$ cat src/rtl/brc_pkg.sv
// Package: shared condition-code type for the branch evaluator.
// Assumes a three-bit code. Bit 2 pairs each test with its counterpart.
package brc_pkg;

    typedef enum logic [2:0] {
        COND_EQ   = 3'b000,
        COND_GT   = 3'b001,
        COND_GE   = 3'b010,
        COND_RSVA = 3'b011,
        COND_NE   = 3'b100,
        COND_LT   = 3'b101,
        COND_LE   = 3'b110,
        COND_RSVB = 3'b111
    } cond_t;

    localparam int COND_W = 3;

endpackage

$ cat src/rtl/brc_magcmp.sv
// Module: magnitude and equality comparator built from parallel slices.
// Signed order is obtained by inverting the top bit of both operands and
// then comparing unsigned. Equality does not depend on the sign mode.
// Assumes DATA_W is a multiple of SLICE_W.
module brc_magcmp #(
    parameter int DATA_W  = 32,
    parameter int SLICE_W = 8
) (
    input  logic [DATA_W-1:0] a_i,
    input  logic [DATA_W-1:0] b_i,
    input  logic              signed_i,
    output logic              eq_o,
    output logic              lt_o
);
    localparam int NSLICE = DATA_W / SLICE_W;

    logic [DATA_W-1:0] a_k;
    logic [DATA_W-1:0] b_k;
    logic [NSLICE-1:0] s_eq;
    logic [NSLICE-1:0] s_lt;

    // Bias the top bit so that signed order maps onto unsigned order.
    always_comb begin
        a_k = {a_i[DATA_W-1] ^ signed_i, a_i[DATA_W-2:0]};
        b_k = {b_i[DATA_W-1] ^ signed_i, b_i[DATA_W-2:0]};
    end

    // One equality and one less-than comparator per slice.
    for (genvar g = 0; g < NSLICE; g++) begin : g_slice
        always_comb begin
            s_eq[g] = a_k[g*SLICE_W +: SLICE_W] == b_k[g*SLICE_W +: SLICE_W];
            s_lt[g] = a_k[g*SLICE_W +: SLICE_W] <  b_k[g*SLICE_W +: SLICE_W];
        end
    end

    // Merge slices: the highest differing slice decides the order.
    always_comb begin
        logic upper_eq;
        upper_eq = 1'b1;
        lt_o     = 1'b0;
        for (int i = NSLICE - 1; i >= 0; i--) begin
            if (upper_eq && s_lt[i]) lt_o = 1'b1;
            upper_eq = upper_eq & s_eq[i];
        end
        eq_o = upper_eq;
    end

endmodule

$ cat src/rtl/brc_cond_sel.sv
// Module: maps a condition code and the compare flags to a taken decision.
// Assumes eq and lt come from one comparator run on the same operands.
module brc_cond_sel
    import brc_pkg::*;
(
    input  cond_t cond_i,
    input  logic  eq_i,
    input  logic  lt_i,
    output logic  hit_o,
    output logic  rsvd_o
);
    logic gt;

    // Strictly greater is neither less nor equal.
    always_comb gt = ~lt_i & ~eq_i;

    // Pick the test named by the condition code.
    always_comb begin
        hit_o  = 1'b0;
        rsvd_o = 1'b0;
        case (cond_i)
            COND_EQ: hit_o = eq_i;
            COND_NE: hit_o = ~eq_i;
            COND_GT: hit_o = gt;
            COND_GE: hit_o = ~lt_i;
            COND_LT: hit_o = lt_i;
            COND_LE: hit_o = ~gt;
            default: rsvd_o = 1'b1;
        endcase
    end

endmodule

$ cat src/rtl/brc_out_stage.sv
// Module: gates the result with valid and optionally registers it.
// With OUT_REG = 1 the outputs change on the rising edge and a low rst_n
// clears them synchronously. With OUT_REG = 0 the path is combinational.
module brc_out_stage #(
    parameter bit OUT_REG = 1'b1
) (
    input  logic clk,
    input  logic rst_n,
    input  logic vld_i,
    input  logic hit_i,
    input  logic rsvd_i,
    output logic taken_o,
    output logic rsvd_o
);
    logic taken_d;
    logic rsvd_d;

    // Qualify both flags with the valid strobe.
    always_comb begin
        taken_d = vld_i & hit_i & ~rsvd_i;
        rsvd_d  = vld_i & rsvd_i;
    end

    if (OUT_REG) begin : g_reg
        // Output register with synchronous active-low clear.
        always_ff @(posedge clk) begin
            if (!rst_n) begin
                taken_o <= 1'b0;
                rsvd_o  <= 1'b0;
            end else begin
                taken_o <= taken_d;
                rsvd_o  <= rsvd_d;
            end
        end
    end else begin : g_comb
        // Direct path, no storage.
        always_comb begin
            taken_o = taken_d;
            rsvd_o  = rsvd_d;
        end
    end

endmodule

$ cat src/rtl/branch_decider.sv
// Module: top of the branch condition evaluator.
// Compares the operands, decodes the condition and presents qualified
// flags. Assumes DATA_W is a multiple of SLICE_W and at least 2.
module branch_decider
    import brc_pkg::*;
#(
    parameter int DATA_W  = 32,
    parameter int SLICE_W = 8,
    parameter bit OUT_REG = 1'b1
) (
    input  logic              clk,
    input  logic              rst_n,
    input  logic              vld_i,
    input  logic [DATA_W-1:0] lhs_i,
    input  logic [DATA_W-1:0] rhs_i,
    input  logic [2:0]        cond_i,
    input  logic              sign_sel_i,
    output logic              taken_o,
    output logic              rsvd_o
);
    logic  cmp_eq;
    logic  cmp_lt;
    logic  sel_hit;
    logic  sel_rsvd;
    cond_t cond;

    // Give the raw code its enumerated type.
    always_comb cond = cond_t'(cond_i);

    brc_magcmp #(.DATA_W(DATA_W), .SLICE_W(SLICE_W)) u_cmp (
        .a_i      (lhs_i),
        .b_i      (rhs_i),
        .signed_i (sign_sel_i),
        .eq_o     (cmp_eq),
        .lt_o     (cmp_lt)
    );

    brc_cond_sel u_sel (
        .cond_i (cond),
        .eq_i   (cmp_eq),
        .lt_i   (cmp_lt),
        .hit_o  (sel_hit),
        .rsvd_o (sel_rsvd)
    );

    brc_out_stage #(.OUT_REG(OUT_REG)) u_out (
        .clk     (clk),
        .rst_n   (rst_n),
        .vld_i   (vld_i),
        .hit_i   (sel_hit),
        .rsvd_i  (sel_rsvd),
        .taken_o (taken_o),
        .rsvd_o  (rsvd_o)
    );

endmodule

$ cat config.mk
export PLATFORM = sky130hd
export DESIGN_NAME = branch_decider
export DESIGN_NICKNAME = d
export VERILOG_FILES = /design/src/rtl/brc_pkg.sv /design/src/rtl/brc_magcmp.sv /design/src/rtl/brc_cond_sel.sv /design/src/rtl/brc_out_stage.sv /design/src/rtl/branch_decider.sv
export SDC_FILE = /design/constraint.sdc
export NUM_CORES = 1
export LEC_CHECK = 0
export ABC_AREA = 1
export BUFFER_PORTS_ARGS = -buffer_cell sky130_fd_sc_hd__clkbuf_2
export CORE_MARGIN = 10
export CORE_UTILIZATION = 47
export CTS_CLUSTER_DIAMETER = 120
export DETAILED_ROUTE_END_ITERATION = 8
export GPL_TIMING_DRIVEN = 0
export PLACE_DENSITY_LB_ADDON = 0.2
export SYNTH_ARGS = -nofsm -noshare
export SYNTH_HDL_FRONTEND = slang
export SYNTH_SLANG_ARGS = --single-unit
$ cat constraint.sdc
create_clock -name clk -period 4.59 [get_ports clk]
set_clock_uncertainty 0.1 [all_clocks]
set_input_delay 0.6885 -clock clk [delete_from_list [all_inputs] [get_ports clk]]
set_output_delay 0.6885 -clock clk [all_outputs]
set_load 0.01 [all_outputs]
Word level (Yosys, flattened, before mapping)
Index checks and enable logic that the tools add are counted.
{ "op_classes": {"reduce_logical": 5, "n_bitwise": 12, "n_mux": 6, "n_eq_ne": 9, "n_lt_le_gt_ge": 4} }
{ "ops": {"columns": ["cell", "n"], "rows": [
  ["$eq A8 B8 Y1", 4],
  ["$lt A8 B8 Y1", 4],
  ["$eq A3 B3 Y1 const B", 3],
  ["$and A1 B1 Y1", 7],
  ["$pmux W1 S6", 1],
  ["$reduce_or A6 Y1", 1],
  ["$mux W1", 5],
  ["$eq A3 B1 Y1 const B", 1],
  ["$eq A3 B2 Y1 const B", 1],
  ["$logic_and A1 B1 Y1", 3],
  ["$logic_not A3 Y1", 1],
  ["$not A1 Y1", 3],
  ["$xor A1 B1 Y1", 2]
]} }
{ "word_totals": {"out_inout_bits": 2, "elab_cells": 38, "regBits": 2, "inputBits": 71} }

Depth between registers and ports, before layout
{ "depth": {"word_depth": 12, "depth_mapped": 16, "mapped_depth_nobuf": 16} }

By module
Synthesis repeated with hierarchy kept, for this count alone.
{ "hier_totals": {"cells_unflattened": 179, "area_unflattened_um2": 1082.3} }
{ "by_module_without_submodules": {"columns": ["mod", "area_per_inst_um2", "n_inst", "cells_per_inst", "seq_area_each_um2"], "rows": [
  ["brc_magcmp", 927.1, 1, 152, 0.0],
  ["brc_cond_sel", 93.8, 1, 20, 0.0],
  ["brc_out_stage", 61.3, 1, 7, 40.0]
]} }

Worst setup path before layout
No wires, ideal clock.
{ "synth_path": {"path_kind": "input to register", "startpoint": "input sign_sel_i", "endpoint": "register u_out.taken_o", "path_buffers": 0, "required_ns": 4.373, "slack_ns": 2.462, "arrival_ns": 1.910, "stages": 13, "setup_time_ns": 0.117, "cell_sequence": "xor2_1 > ha_1 > nand2_2 > nor2_4 > nand4_4 > nor2_4 > nand2_1 > nand2_1 > nand2_1 > clkinv_1 > nand2_1 > nor2_1 > a21oi_1"} }
{ "synth_via": {"elab_chain_cells": 12, "elab_cells_between_ends": 21, "classes_between": "1 x order compare; 1 x eq/ne; 5 x mux; 11 x bitwise; 3 x reduce/logical"} }
{ "synth_rtl": {"columns": ["item", "line_no", "text"], "rows": [
  ["start, declared", "branch_decider.sv:17", "input logic sign_sel_i,"],
  ["$xor A1 B1 Y1 (on tied branches)", "brc_magcmp.sv:24, brc_magcmp.sv:25", null],
  ["$lt A8 B8 Y1 or $eq A8 B8 Y1 (tied branches)", "brc_magcmp.sv:32, brc_magcmp.sv:31", null],
  ["$mux W1 (tied with other cells) (2 in series)", "brc_magcmp.sv:42", "if (upper_eq && s_lt[i]) lt_o = 1'b1;"],
  ["$mux W1 or $logic_and A1 B1 Y1 (tied branches)", "brc_magcmp.sv:42", null],
  ["$mux W1", "brc_magcmp.sv:42", null],
  ["$not A1 Y1", "brc_cond_sel.sv:15, brc_cond_sel.sv:25", null],
  ["$and A1 B1 Y1", "brc_cond_sel.sv:15", "always_comb gt = ~lt_i & ~eq_i;"],
  ["$not A1 Y1", "brc_cond_sel.sv:27", "COND_LE: hit_o = ~gt;"],
  ["$pmux W1 S6 *", "brc_cond_sel.sv:21", "case (cond_i)"],
  ["$and A1 B1 Y1 * (2 in series)", "brc_out_stage.sv:20", "taken_d = vld_i & hit_i & ~rsvd_i;"],
  ["end signal, assigned", "brc_out_stage.sv:31", "taken_o <= taken_d;"],
  ["end, declared", "brc_out_stage.sv:12", "output logic taken_o,"]
]} }
Mark *: on every way between the ends. The rest lies on a longest branch, timed or not.
A chain may end at the register's enable or synchronous reset.

Final worst setup path
Same ends and word-level chain as after synthesis.

==> run_results.csv <==
group,metric,value,unit
cells_and_area,layout-drive-gt1-share,0.3534,
timing,hold_viol_final,0,
placement,gpl.final_weighted_congestion,0.7319,
timing,worst_pin_slew,0.2456,ns
clocking,clk_path_buf_depth,2,
timing,report.final.slew_viol_count,0,
power,switching_power,0.00007841,W
critical_path,worstSetupPathType,"input port to flip-flop",
clocking,cts_root_buf,"clkbuf_4",
placement,dpl-instance-area,0.001584,sq mm
grt,grt_overflow,0,
yosys,synth_ff_type,"dfxtp_1",
yosys,ys_ff_latch,2,
clocking,cts_tree,"built",
route,via_count,1314,
timing,relSlewSlack,0.8350,
critical_path,crit_fanout,3,
power,cellInternalPower,0.0001095,W
route,drc,0,
yosys,yosys.area.top_type,"ha_1",
clocking,cts_hold_buf,0,
yosys,synth.top_cells.by_count,"inv_1 (52), nand2_1 (48), ha_1 (32)",
route,routed_wl,2736,um
placement,place_hpwl,2624,um
cells_and_area,num-nets-final,371,
critical_path,cp_top_family,"simple AND/OR/NAND/NOR gates",
clocking,cts-resized-gates,0,
die,pin_count,73,
yosys,ys_top_cells_by_area,"ha_1 (34%), inv_1 (16%), nand2_1 (15%)",
route,routedWlPerCell,9.243,um
critical_path,critPathSlowestCell,"ha_1",
critical_path,end_kind,"flip-flop",
cells_and_area,diodes,0,
critical_path,crit_path_start_kind,"input port",
timing,setup_viol_count_final,0,
power,combinationalPowerShare,0.684,
route,drt-vias-per-instance,4.439,
yosys,synth_edf_count,0,
yosys,synthCells,191,
min_path,hp-class,"input port to flip-flop",
yosys,yosysTopAreaCellShare,0.3376,
power,p_sw_frac,0.4173,
critical_path,critPathMostFrequentCell,"nand2_1",
route,detail-route-antenna-nets,0,
clocking,cts_setup_buffers,0,
yosys,yosys_warnings,0,
cells_and_area,design_area,0.001607,sq mm
critical_path,critPathRequiredTime,4.60,ns
timing,clock.fmax,470.1,MHz
power,p_seq_frac,0.099,
grt,grt_pass1_wl,5257,um
timing,finalCriticalPeriod,2.127,ns
yosys,seq_area_frac_synth,0.03376,
grt,grt_max_degree,6,
die,core-area,0.002432,sq mm
yosys,async_flop_share,0,
clocking,cts_made_buffers,3,
power,ir_drop,0.09916,mV
job,drv_cap,0,
yosys,synth_area,0.001186,sq mm
critical_path,worstPathArrival,2.14,ns
clocking,cts_htree_levels,1,
timing,rsz0062_at_grt,"false",
outcome,outcome,"finished, final reports clean",
grt,antenna_found_initial,0,
critical_path,crit_chain,"clkbuf_2 -> xor2_1 -> ha_1 -> nand2_2 -> nor2_4 -> nand4_4 -> nor2_4 -> nand2_1 -> nand2_1 -> nand2_1 -> clkinv_1 -> nand2_1 -> nor2_1 -> a21oi_1",
placement,port_buffers,72,
clocking,clk_pin_slew,0.03,ns
grt,grt_usage,0.1165,
die,start_util,0.4877,
critical_path,cp.buffers_inverters,2,
grt,first_global_vias,1347,
timing,final.setup.tns,0,ns
die,fp.dieH,70.24,um
yosys,syn_area_per_cell,6.210,sq um
critical_path,max_stage_delay,0.30,ns
timing,fin_crit_sh,0.4634,
yosys,synth.most_common_cell,"inv_1",
power,p_per_area,117.0,mW/mm^2
route,drtIter0Drc,24,
die,die_w,70.24,um
cells_and_area,area_delta_synth_final,35.44,%
power,p_clk_frac,0.217,
die,dieArea,0.004933,sq mm
clocking,clock-sinks,2,
yosys,synth.distinct_cells,19,
die,fp-row-count,18,
power,p_leak,1.098,nW
route,dr.pass1.iters,4,
yosys,synthesis.nets,294,
cells in the final DEF (no fill, tap or decap):
cell	synthesis	routed
nand3_2	1	1
clkinv_1	1	1
nand2_1	48	48
nand3_1	10	10
clkbuf_4	0	3
dfxtp_1	2	2
inv_1	52	52
xor2_1	1	1
nor2_4	6	6
nor2_1	10	10
ha_1	32	32
xnor2_1	1	1
nand2_2	9	9
inv_2	1	1
nand4_1	1	1
o21a_1	1	1
clkbuf_2	0	72
nor3_1	2	2
a21o_1	1	1
nand4_4	2	2
a21oi_1	10	10
area by class of cell:
type | count | area, sq um
Multi-Input combinational cell | 135 | 943.4
Fill cell | 258 | 825.8
Timing Repair Buffer | 72 | 360.3
Inverter | 54 | 202.7
Sequential cell | 2 | 40.04
Tap cell | 30 | 37.54
Clock buffer | 3 | 22.52
cell families (layout without fill, tap and decap cells):
family	count (synthesis)	after routing	synth area share
and+or+nand+nor	89	89	0.3882
buffers and inverters	54	129	0.1709
adders and majority gates	32	32	0.3375
AOI/OAI and AO/OA	12	12	0.05486
xor gates and xnor gates	2	2	0.01477
DFF	2	2	0.03376
per-stage QoR:
step | power, W | hold WS (ns) | cells | worst slack (ns) | util
final | 0.0001879 | 0.5849 | 296 | 2.463 | 0.6605
after global routing | 0.0002174 | 0.6295 | 296 | 2.235 | 0.6605
after detailed placement | 0.0001494 | 0.8080 | 293 | 2.230 | 0.6512
after global placement | 0.0001474 | 0.8067 | 293 | 2.222 | 0.6512
after CTS | 0.0001923 | 0.5833 | 296 | 2.459 | 0.6605
after floorplan | 0.0001053 | 0.7023 | 191 | 2.462 | -
power by group through the flow:
stage	Combinational, W	Sequential [W]	Clock (W)
5_1_grt	0.000153	0.0000187	0.0000452
6_report	0.000129	0.0000186	0.0000407
3_3_place_gp	0.000129	0.0000188	0
2_1_floorplan	0.0000860	0.0000193	0
3_5_place_dp	0.000131	0.0000188	0
4_1_cts	0.000132	0.0000186	0.0000420
path summary, 6_finish.rpt:
path	startpoint	to	slack, ns	depth (start not counted)
hold / removal	vld_i	u_out.rsvd_o$_SDFF_PN0_	0.58	3
setup / recovery	sign_sel_i	u_out.taken_o$_SDFF_PN0_	2.46	14
state kept, by name, summed over array words and instances, names as in the netlist:
| name | count |
|---|---|
| u_out.rsvd_o | 1 |
| u_out.taken_o | 1 |
routing by layer:
| metal | up-vias | global-route usage | wire length [um] |
|---|---|---|---|
| li1 | 737 | - | - |
| met3 | 2 | 0.03390 | 218 |
| met4 | 0 | 0.01974 | 10 |
| met1 | 533 | 0.1268 | 1125 |
| met5 | - | 0 | 0 |
| met2 | 42 | 0.2166 | 1381 |
Note: power is estimated with default switching activity, not from simulation.
